==> src/rtl/row_commit_pkg.sv <==
package row_commit_pkg;
  typedef enum logic {
    SEQ_IDLE = 1'b0,
    SEQ_BUSY = 1'b1
  } seq_state_e;
endpackage

==> src/rtl/row_latch.sv <==
module row_latch #(
  parameter int ADDR_W = 8,
  parameter int COL_W  = 4,
  parameter int DATA_W = 8,
  localparam int ROW_W = ADDR_W - COL_W,
  localparam int ROW_BYTES = 1 << COL_W
) (
  input  logic                        clk_i,
  input  logic                        rst_ni,
  input  logic                        busy_i,
  input  logic                        clr_i,
  input  logic                        addr_set_i,
  input  logic [ADDR_W-1:0]           addr_i,
  input  logic                        load_i,
  input  logic [DATA_W-1:0]           data_i,
  input  logic                        bit_i,
  input  logic                        stop_i,
  output logic [ROW_W-1:0]            row_o,
  output logic [ROW_BYTES-1:0]        mask_o,
  output logic [ROW_BYTES*DATA_W-1:0] bytes_o,
  output logic                        armed_o
);
  logic [ROW_W-1:0]     row_q;
  logic [COL_W-1:0]     ptr_q;
  logic [ROW_BYTES-1:0] mask_q;
  logic                 armed_q;
  logic [DATA_W-1:0]    bytes_q [ROW_BYTES];

  logic acc_set, acc_load, acc_stop, acc_cancel;
  assign acc_set    = addr_set_i && !busy_i;
  assign acc_load   = load_i && !addr_set_i && !busy_i;
  assign acc_stop   = stop_i && !busy_i;
  assign acc_cancel = (bit_i || stop_i) && !busy_i;

  always_ff @(posedge clk_i or negedge rst_ni) begin
    if (!rst_ni) begin
      row_q   <= '0;
      ptr_q   <= '0;
      armed_q <= 1'b0;
    end else if (acc_set) begin
      row_q   <= addr_i[ADDR_W-1:COL_W];
      ptr_q   <= addr_i[COL_W-1:0];
      armed_q <= 1'b0;
    end else if (acc_load) begin
      ptr_q   <= ptr_q + 1'b1;
      armed_q <= !(bit_i || stop_i);
    end else if (acc_cancel) begin
      armed_q <= 1'b0;
    end
  end

  // mask: cleared by new address, by a discarding stop, or after commit
  always_ff @(posedge clk_i or negedge rst_ni) begin
    if (!rst_ni) begin
      mask_q <= '0;
    end else if (clr_i || acc_set) begin
      mask_q <= '0;
    end else if (acc_stop && !(armed_q && |mask_q)) begin
      mask_q <= '0;
    end else if (acc_load) begin
      mask_q[ptr_q] <= 1'b1;
    end
  end

  for (genvar g = 0; g < ROW_BYTES; g++) begin : g_slot
    always_ff @(posedge clk_i or negedge rst_ni) begin
      if (!rst_ni) begin
        bytes_q[g] <= '0;
      end else if (acc_load && ptr_q == COL_W'(g)) begin
        bytes_q[g] <= data_i;
      end
    end
    assign bytes_o[g*DATA_W +: DATA_W] = bytes_q[g];
  end

  assign row_o   = row_q;
  assign mask_o  = mask_q;
  assign armed_o = armed_q;

  a_r3_slot_step: assert property (@(posedge clk_i) disable iff (!rst_ni)
    (load_i && !addr_set_i && !busy_i) |=> ptr_q == $past(ptr_q) + 1'b1 && $stable(row_q));

  a_r7_hold_when_busy: assert property (@(posedge clk_i) disable iff (!rst_ni)
    (busy_i && !clr_i) |=> $stable(mask_q) && $stable(ptr_q) && $stable(row_q));

  a_r8_mask_cleared: assert property (@(posedge clk_i) disable iff (!rst_ni)
    clr_i |=> mask_q == '0);

  a_r2_set_drops: assert property (@(posedge clk_i) disable iff (!rst_ni)
    (addr_set_i && !busy_i) |=> mask_q == '0 && !armed_q);
endmodule

==> src/rtl/commit_seq.sv <==
module commit_seq
  import row_commit_pkg::*;
#(
  parameter int BUSY_CYCLES = 2_000_000,
  localparam int CNT_W = $clog2(BUSY_CYCLES + 1)
) (
  input  logic clk_i,
  input  logic rst_ni,
  input  logic stop_i,
  input  logic armed_i,
  input  logic mask_any_i,
  output logic busy_o,
  output logic done_o
);
  seq_state_e       state_q;
  logic [CNT_W-1:0] cnt_q;
  logic             go;

  assign go     = (state_q == SEQ_IDLE) && stop_i && armed_i && mask_any_i;
  assign done_o = (state_q == SEQ_BUSY) && (cnt_q == '0);
  assign busy_o = (state_q == SEQ_BUSY);

  always_ff @(posedge clk_i or negedge rst_ni) begin
    if (!rst_ni) begin
      state_q <= SEQ_IDLE;
      cnt_q   <= '0;
    end else begin
      case (state_q)
        SEQ_IDLE: if (go) begin
          state_q <= SEQ_BUSY;
          cnt_q   <= CNT_W'(BUSY_CYCLES - 1);
        end
        SEQ_BUSY: begin
          if (cnt_q == '0) state_q <= SEQ_IDLE;
          else             cnt_q   <= cnt_q - 1'b1;
        end
        default: state_q <= SEQ_IDLE;
      endcase
    end
  end

  a_r5_busy_starts: assert property (@(posedge clk_i) disable iff (!rst_ni)
    go |=> busy_o && cnt_q == CNT_W'(BUSY_CYCLES - 1));

  a_r5_busy_ends: assert property (@(posedge clk_i) disable iff (!rst_ni)
    done_o |=> !busy_o);

  a_r4_no_start_unarmed: assert property (@(posedge clk_i) disable iff (!rst_ni)
    (!busy_o && !(stop_i && armed_i)) |=> !busy_o);

  a_r9_no_start_empty: assert property (@(posedge clk_i) disable iff (!rst_ni)
    (!busy_o && !mask_any_i) |=> !busy_o);
endmodule

==> src/rtl/nv_array.sv <==
module nv_array #(
  parameter int ADDR_W = 8,
  parameter int COL_W  = 4,
  parameter int DATA_W = 8,
  parameter logic [DATA_W-1:0] INIT_BYTE = '1,
  localparam int ROW_W = ADDR_W - COL_W,
  localparam int ROW_BYTES = 1 << COL_W,
  localparam int DEPTH = 1 << ADDR_W
) (
  input  logic                        clk_i,
  input  logic                        rst_ni,
  input  logic                        we_i,
  input  logic [ROW_W-1:0]            row_i,
  input  logic [ROW_BYTES-1:0]        mask_i,
  input  logic [ROW_BYTES*DATA_W-1:0] bytes_i,
  input  logic [ADDR_W-1:0]           rd_addr_i,
  output logic [DATA_W-1:0]           rd_data_o
);
  logic [DATA_W-1:0] mem_q [DEPTH];

  for (genvar g = 0; g < DEPTH; g++) begin : g_loc
    localparam int SLOT = g % ROW_BYTES;
    localparam int ROW  = g / ROW_BYTES;
    always_ff @(posedge clk_i or negedge rst_ni) begin
      if (!rst_ni) begin
        mem_q[g] <= INIT_BYTE;
      end else if (we_i && row_i == ROW_W'(ROW) && mask_i[SLOT]) begin
        mem_q[g] <= bytes_i[SLOT*DATA_W +: DATA_W];
      end
    end
  end

  assign rd_data_o = mem_q[rd_addr_i];

  a_r6_no_write_idle: assert property (@(posedge clk_i) disable iff (!rst_ni)
    !we_i |=> (!$stable(rd_addr_i) || $stable(rd_data_o)));
endmodule

==> src/rtl/row_commit_top.sv <==
module row_commit_top #(
  parameter int ADDR_W = 8,
  parameter int COL_W  = 4,
  parameter int DATA_W = 8,
  parameter int BUSY_CYCLES = 2_000_000,
  parameter logic [DATA_W-1:0] INIT_BYTE = '1,
  localparam int ROW_W = ADDR_W - COL_W,
  localparam int ROW_BYTES = 1 << COL_W
) (
  input  logic              clk_i,
  input  logic              rst_ni,
  input  logic              addr_set_i,
  input  logic [ADDR_W-1:0] addr_i,
  input  logic              load_i,
  input  logic [DATA_W-1:0] data_i,
  input  logic              bit_i,
  input  logic              stop_i,
  input  logic [ADDR_W-1:0] rd_addr_i,
  output logic [DATA_W-1:0] rd_data_o,
  output logic              busy_o
);
  logic [ROW_W-1:0]            row;
  logic [ROW_BYTES-1:0]        mask;
  logic [ROW_BYTES*DATA_W-1:0] bytes;
  logic                        armed, done, busy;

  row_latch #(.ADDR_W(ADDR_W), .COL_W(COL_W), .DATA_W(DATA_W)) u_latch (
    .clk_i, .rst_ni,
    .busy_i(busy), .clr_i(done),
    .addr_set_i, .addr_i, .load_i, .data_i, .bit_i, .stop_i,
    .row_o(row), .mask_o(mask), .bytes_o(bytes), .armed_o(armed)
  );

  commit_seq #(.BUSY_CYCLES(BUSY_CYCLES)) u_seq (
    .clk_i, .rst_ni, .stop_i,
    .armed_i(armed), .mask_any_i(|mask),
    .busy_o(busy), .done_o(done)
  );

  nv_array #(.ADDR_W(ADDR_W), .COL_W(COL_W), .DATA_W(DATA_W),
             .INIT_BYTE(INIT_BYTE)) u_array (
    .clk_i, .rst_ni,
    .we_i(done), .row_i(row), .mask_i(mask), .bytes_i(bytes),
    .rd_addr_i, .rd_data_o
  );

  assign busy_o = busy;

  a_r1_idle_after_reset: assert property (@(posedge clk_i) disable iff (!rst_ni)
    $rose(busy_o) |-> $past(stop_i));
endmodule

==> config.mk <==
export PLATFORM = sky130hd
export DESIGN_NAME = row_commit_top
export DESIGN_NICKNAME = d
export VERILOG_FILES = /design/src/rtl/row_commit_pkg.sv /design/src/rtl/row_latch.sv /design/src/rtl/commit_seq.sv /design/src/rtl/nv_array.sv /design/src/rtl/row_commit_top.sv
export SDC_FILE = /design/constraint.sdc
export NUM_CORES = 2
export LEC_CHECK = 0
export CAP_MARGIN = 20
export CORE_ASPECT_RATIO = 1.4
export CORE_MARGIN = 4
export CORE_UTILIZATION = 52
export CTS_BUF_LIST = sky130_fd_sc_hd__clkbuf_16
export DETAILED_ROUTE_END_ITERATION = 10
export HOLD_SLACK_MARGIN = 0.12
export PLACE_DENSITY = 0.66
export SLEW_MARGIN = 20
export SYNTH_ARGS = -nofsm -noshare
export SYNTH_HDL_FRONTEND = slang
export SYNTH_SLANG_ARGS = --single-unit
==> constraint.sdc <==
create_clock -name clk_i -period 5.86 [get_ports clk_i]
set_input_delay 0.879 -clock clk_i [delete_from_list [all_inputs] [get_ports clk_i]]
set_output_delay 0.879 -clock clk_i [all_outputs]
set_load 0.02 [all_outputs]
==> reports/results.ini <==
[timing]
tightest_slew_ns=1.32
slew_headroom_pct=11.9
setup_viol=0
skew_ns=0.0561
final_max_slew_viol_count=0
setup_tns_ns=0
max_freq_ghz=0.171
hold_violations=0
rsz0062_at_grt=no
fin_crit_sh_pct=99.8
period_needed_ns=5.85

[cts]
clock_latency_ns=0.89
htreeDepth=4
tritoncts.num_buffers=222
cts_resized=0
cts_tree=yes
ctsHoldBuffers=0
clockBufferDepth=4
cts_setup_buffers=0
cts_root_buf=clkbuf_16
cts.sinks=2223
clk_pin_slew_ns=0.06

[logic_synthesis]
syn-num-nets=6493
synthDistinctLibCells=66
synth_flop_cell=dfstp_2
yosysWarnings=0
synthArstFlopShare_pct=100
synthCells=6457
synth-seq-area-share_pct=56.8
synth-edff-count=0
synth.avg_cell_area_um2=15.9
synthesis.area_um2=103000
ys_ff_latch=2223

[setup_path]
crit_arrival_ns=4.97
crit_fanout=12
start_kind=input pin
cp-end-kind=output port
crit_type=in -> out
required_ns=4.98

[floorplan]
initial_core_util_pct=52.4
die_area_um2=204000
rows=192
die_y_um=533
die_x_um=383
ios=39
core_um2=196000

[global_route]
grt_max_degree=188
grt_pass1_vias=65000
antenna_found_initial=33
grt_usage_pct=35.9
grt_overflow=0
grt_pass1_wl_mm=516

[route]
ant_nets=0
vias=62900
wl_per_cell_um=39.0
routed_wl_mm=368
drc=0
dr.pass1.iters=6
drt_iter0_drc=5416
via_per_inst=6.66

[pwr]
power_leakage_uw=0.0472
ir_drop_v=0.000330
power.density_nw_per_um2=323

[final_layout]
finish.utilization_pct=58.4
fin_nets=6662
area_growth_pct=11.5
drive_above_1_share_pct=78.4

[outcome]
status=complete, no violations

[placement]
gp_congestion=1.13
io_buffers=38
place_hpwl_mm=246

[job]
drv_cap=0

[hold_path]
hp-class=in -> async

[critical path, cell delays in order]
cell	delay, ns
clkdlybuf4s50_1	0.54
inv_1	0.11
nor2_4	0.55
buf_4	0.33
a22o_1	0.38
a221oi_1	0.09
o22ai_1	0.73
buf_4	0.25
nor3_1	0.04
nor4_1	0.84
buf_12	0.20
[state kept, by name (all words and copies together), names as in the netlist]
name and flops:
u_latch.ptr_q 4, u_latch.armed_o 1, u_latch.mask_o 16, u_seq.busy_o 1, u_array.mem_q 2048, u_seq.cnt_q 21, u_latch.bytes_o 128, u_latch.row_o 4
[area by class of cell]
type                    count  area, µm²
fillers                 15200      81400
flip-flops and latches   2223      58200
multi-input cells        3796      42700
clock buffers             225       5630
repair buffers            363       3360
well taps                2619       3280
clock inverters           168       1060
inverters                  20       75.1
diodes                     26       65.1
[metrics by stage]
step | hold slack, ns | power (µW) | instance area [µm²] | setup slack, ns | instances
floorplan | 0.471 | 18700 | 103000 | 1.35 | 6457
global placement | 0.489 | 23300 | 107000 | 0.217 | 9017
detailed placement | 0.499 | 23400 | 108000 | 0.274 | 9018
CTS | 0.395 | 36900 | 114000 | 0.270 | 9411
global route | 0.405 | 37700 | 114000 | 0.190 | 9416
finish | 0.348 | 36900 | 114000 | 0.00916 | 9440
[report_power, final]
group | switching [µW] | internal, µW
Clock | 6140 | 7440
Combinational | 3500 | 1200
Sequential | 2750 | 15900
Total | 12400 | 24500
[cells in the mapped netlist, types with 8 or more instances]
| cell | count | area [µm²] |
|---|---|---|
| mux2i_1 | 132 | 1320 |
| mux2_1 | 139 | 1570 |
| o21ai_0 | 39 | 195 |
| a22oi_1 | 95 | 713 |
| clkinv_1 | 13 | 48.8 |
| a211oi_1 | 39 | 293 |
| nor2_4 | 8 | 90.1 |
| a221oi_1 | 47 | 412 |
| nand3_1 | 13 | 65.1 |
| and2_1 | 19 | 119 |
| nand2_4 | 30 | 338 |
| a21oi_1 | 68 | 340 |
| o22ai_1 | 37 | 231 |
| nand2_2 | 28 | 175 |
| clkbuf_1 | 294 | 1100 |
| nor3_2 | 28 | 280 |
| nor2b_1 | 18 | 113 |
| nand2_1 | 218 | 818 |
| o221ai_1 | 32 | 280 |
| buf_2 | 54 | 270 |
| dfrtp_1 | 175 | 4380 |
| mux2_2 | 2041 | 23000 |
| nand2b_1 | 9 | 56.3 |
| dfstp_2 | 2048 | 53800 |
| a31oi_1 | 17 | 106 |
| a22o_1 | 44 | 385 |
| nor3_1 | 36 | 180 |
| buf_1 | 60 | 225 |
| nor2_1 | 84 | 315 |
| mux4_2 | 442 | 9950 |
| nor4_1 | 19 | 119 |
| nor3_4 | 20 | 325 |
[final timing paths]
path,from,end,slack (ns),depth (start not counted)
max,rd_addr_i[4],rd_data_o[5],0.009,11
max in group asynchronous,rst_ni,u_array.mem_q[1682],3.92,3
min,rst_ni,u_array.mem_q[1332],0.35,1
min reg2reg,u_latch.bytes_o[40],u_latch.bytes_o[40],0.51,1
max reg2reg,u_seq.cnt_q[5],u_array.mem_q[30],1.18,7
min in group clk_i,u_latch.bytes_o[40],u_latch.bytes_o[40],0.51,1
[cells in the final DEF (no fill, tap or decap), drive strengths merged, types with 18 or more instances in the layout]
master,count
mux2i,132
buf,343
a221oi,47
dfstp,2048
nor3,84
nor4,19
clkinv,100
and2,19
a22o,44
a211oi,39
nor2b,18
o22ai,37
mux2,2180
a21oi,68
a22oi,95
inv,70
dfrtp,175
diode,26
o221ai,32
clkbuf,225
nor2,96
nand2,276
o21ai,39
clkdlybuf4s50,20
mux4,442
[routing by layer]
layer  up-vias  track usage [%]  wire length (µm)
met5         -                0                12
met4         2             27.2             34400
met3       936             8.28             26800
met2      2725             54.6            168000
met1     34600             44.7            139000
li1      24600                -                 -
[cell families after synthesis]
group           count (synthesis)  synth area share, %
buf+inv                       438                 1.72
fa+ha+maj                       6               0.0732
mux                          2754                 34.9
xor+xnor                       13                0.111
compound gates                452                 3.17
simple gates                  571                 3.22
flops                        2223                 56.8
Power figures use the tool's default switching activity.
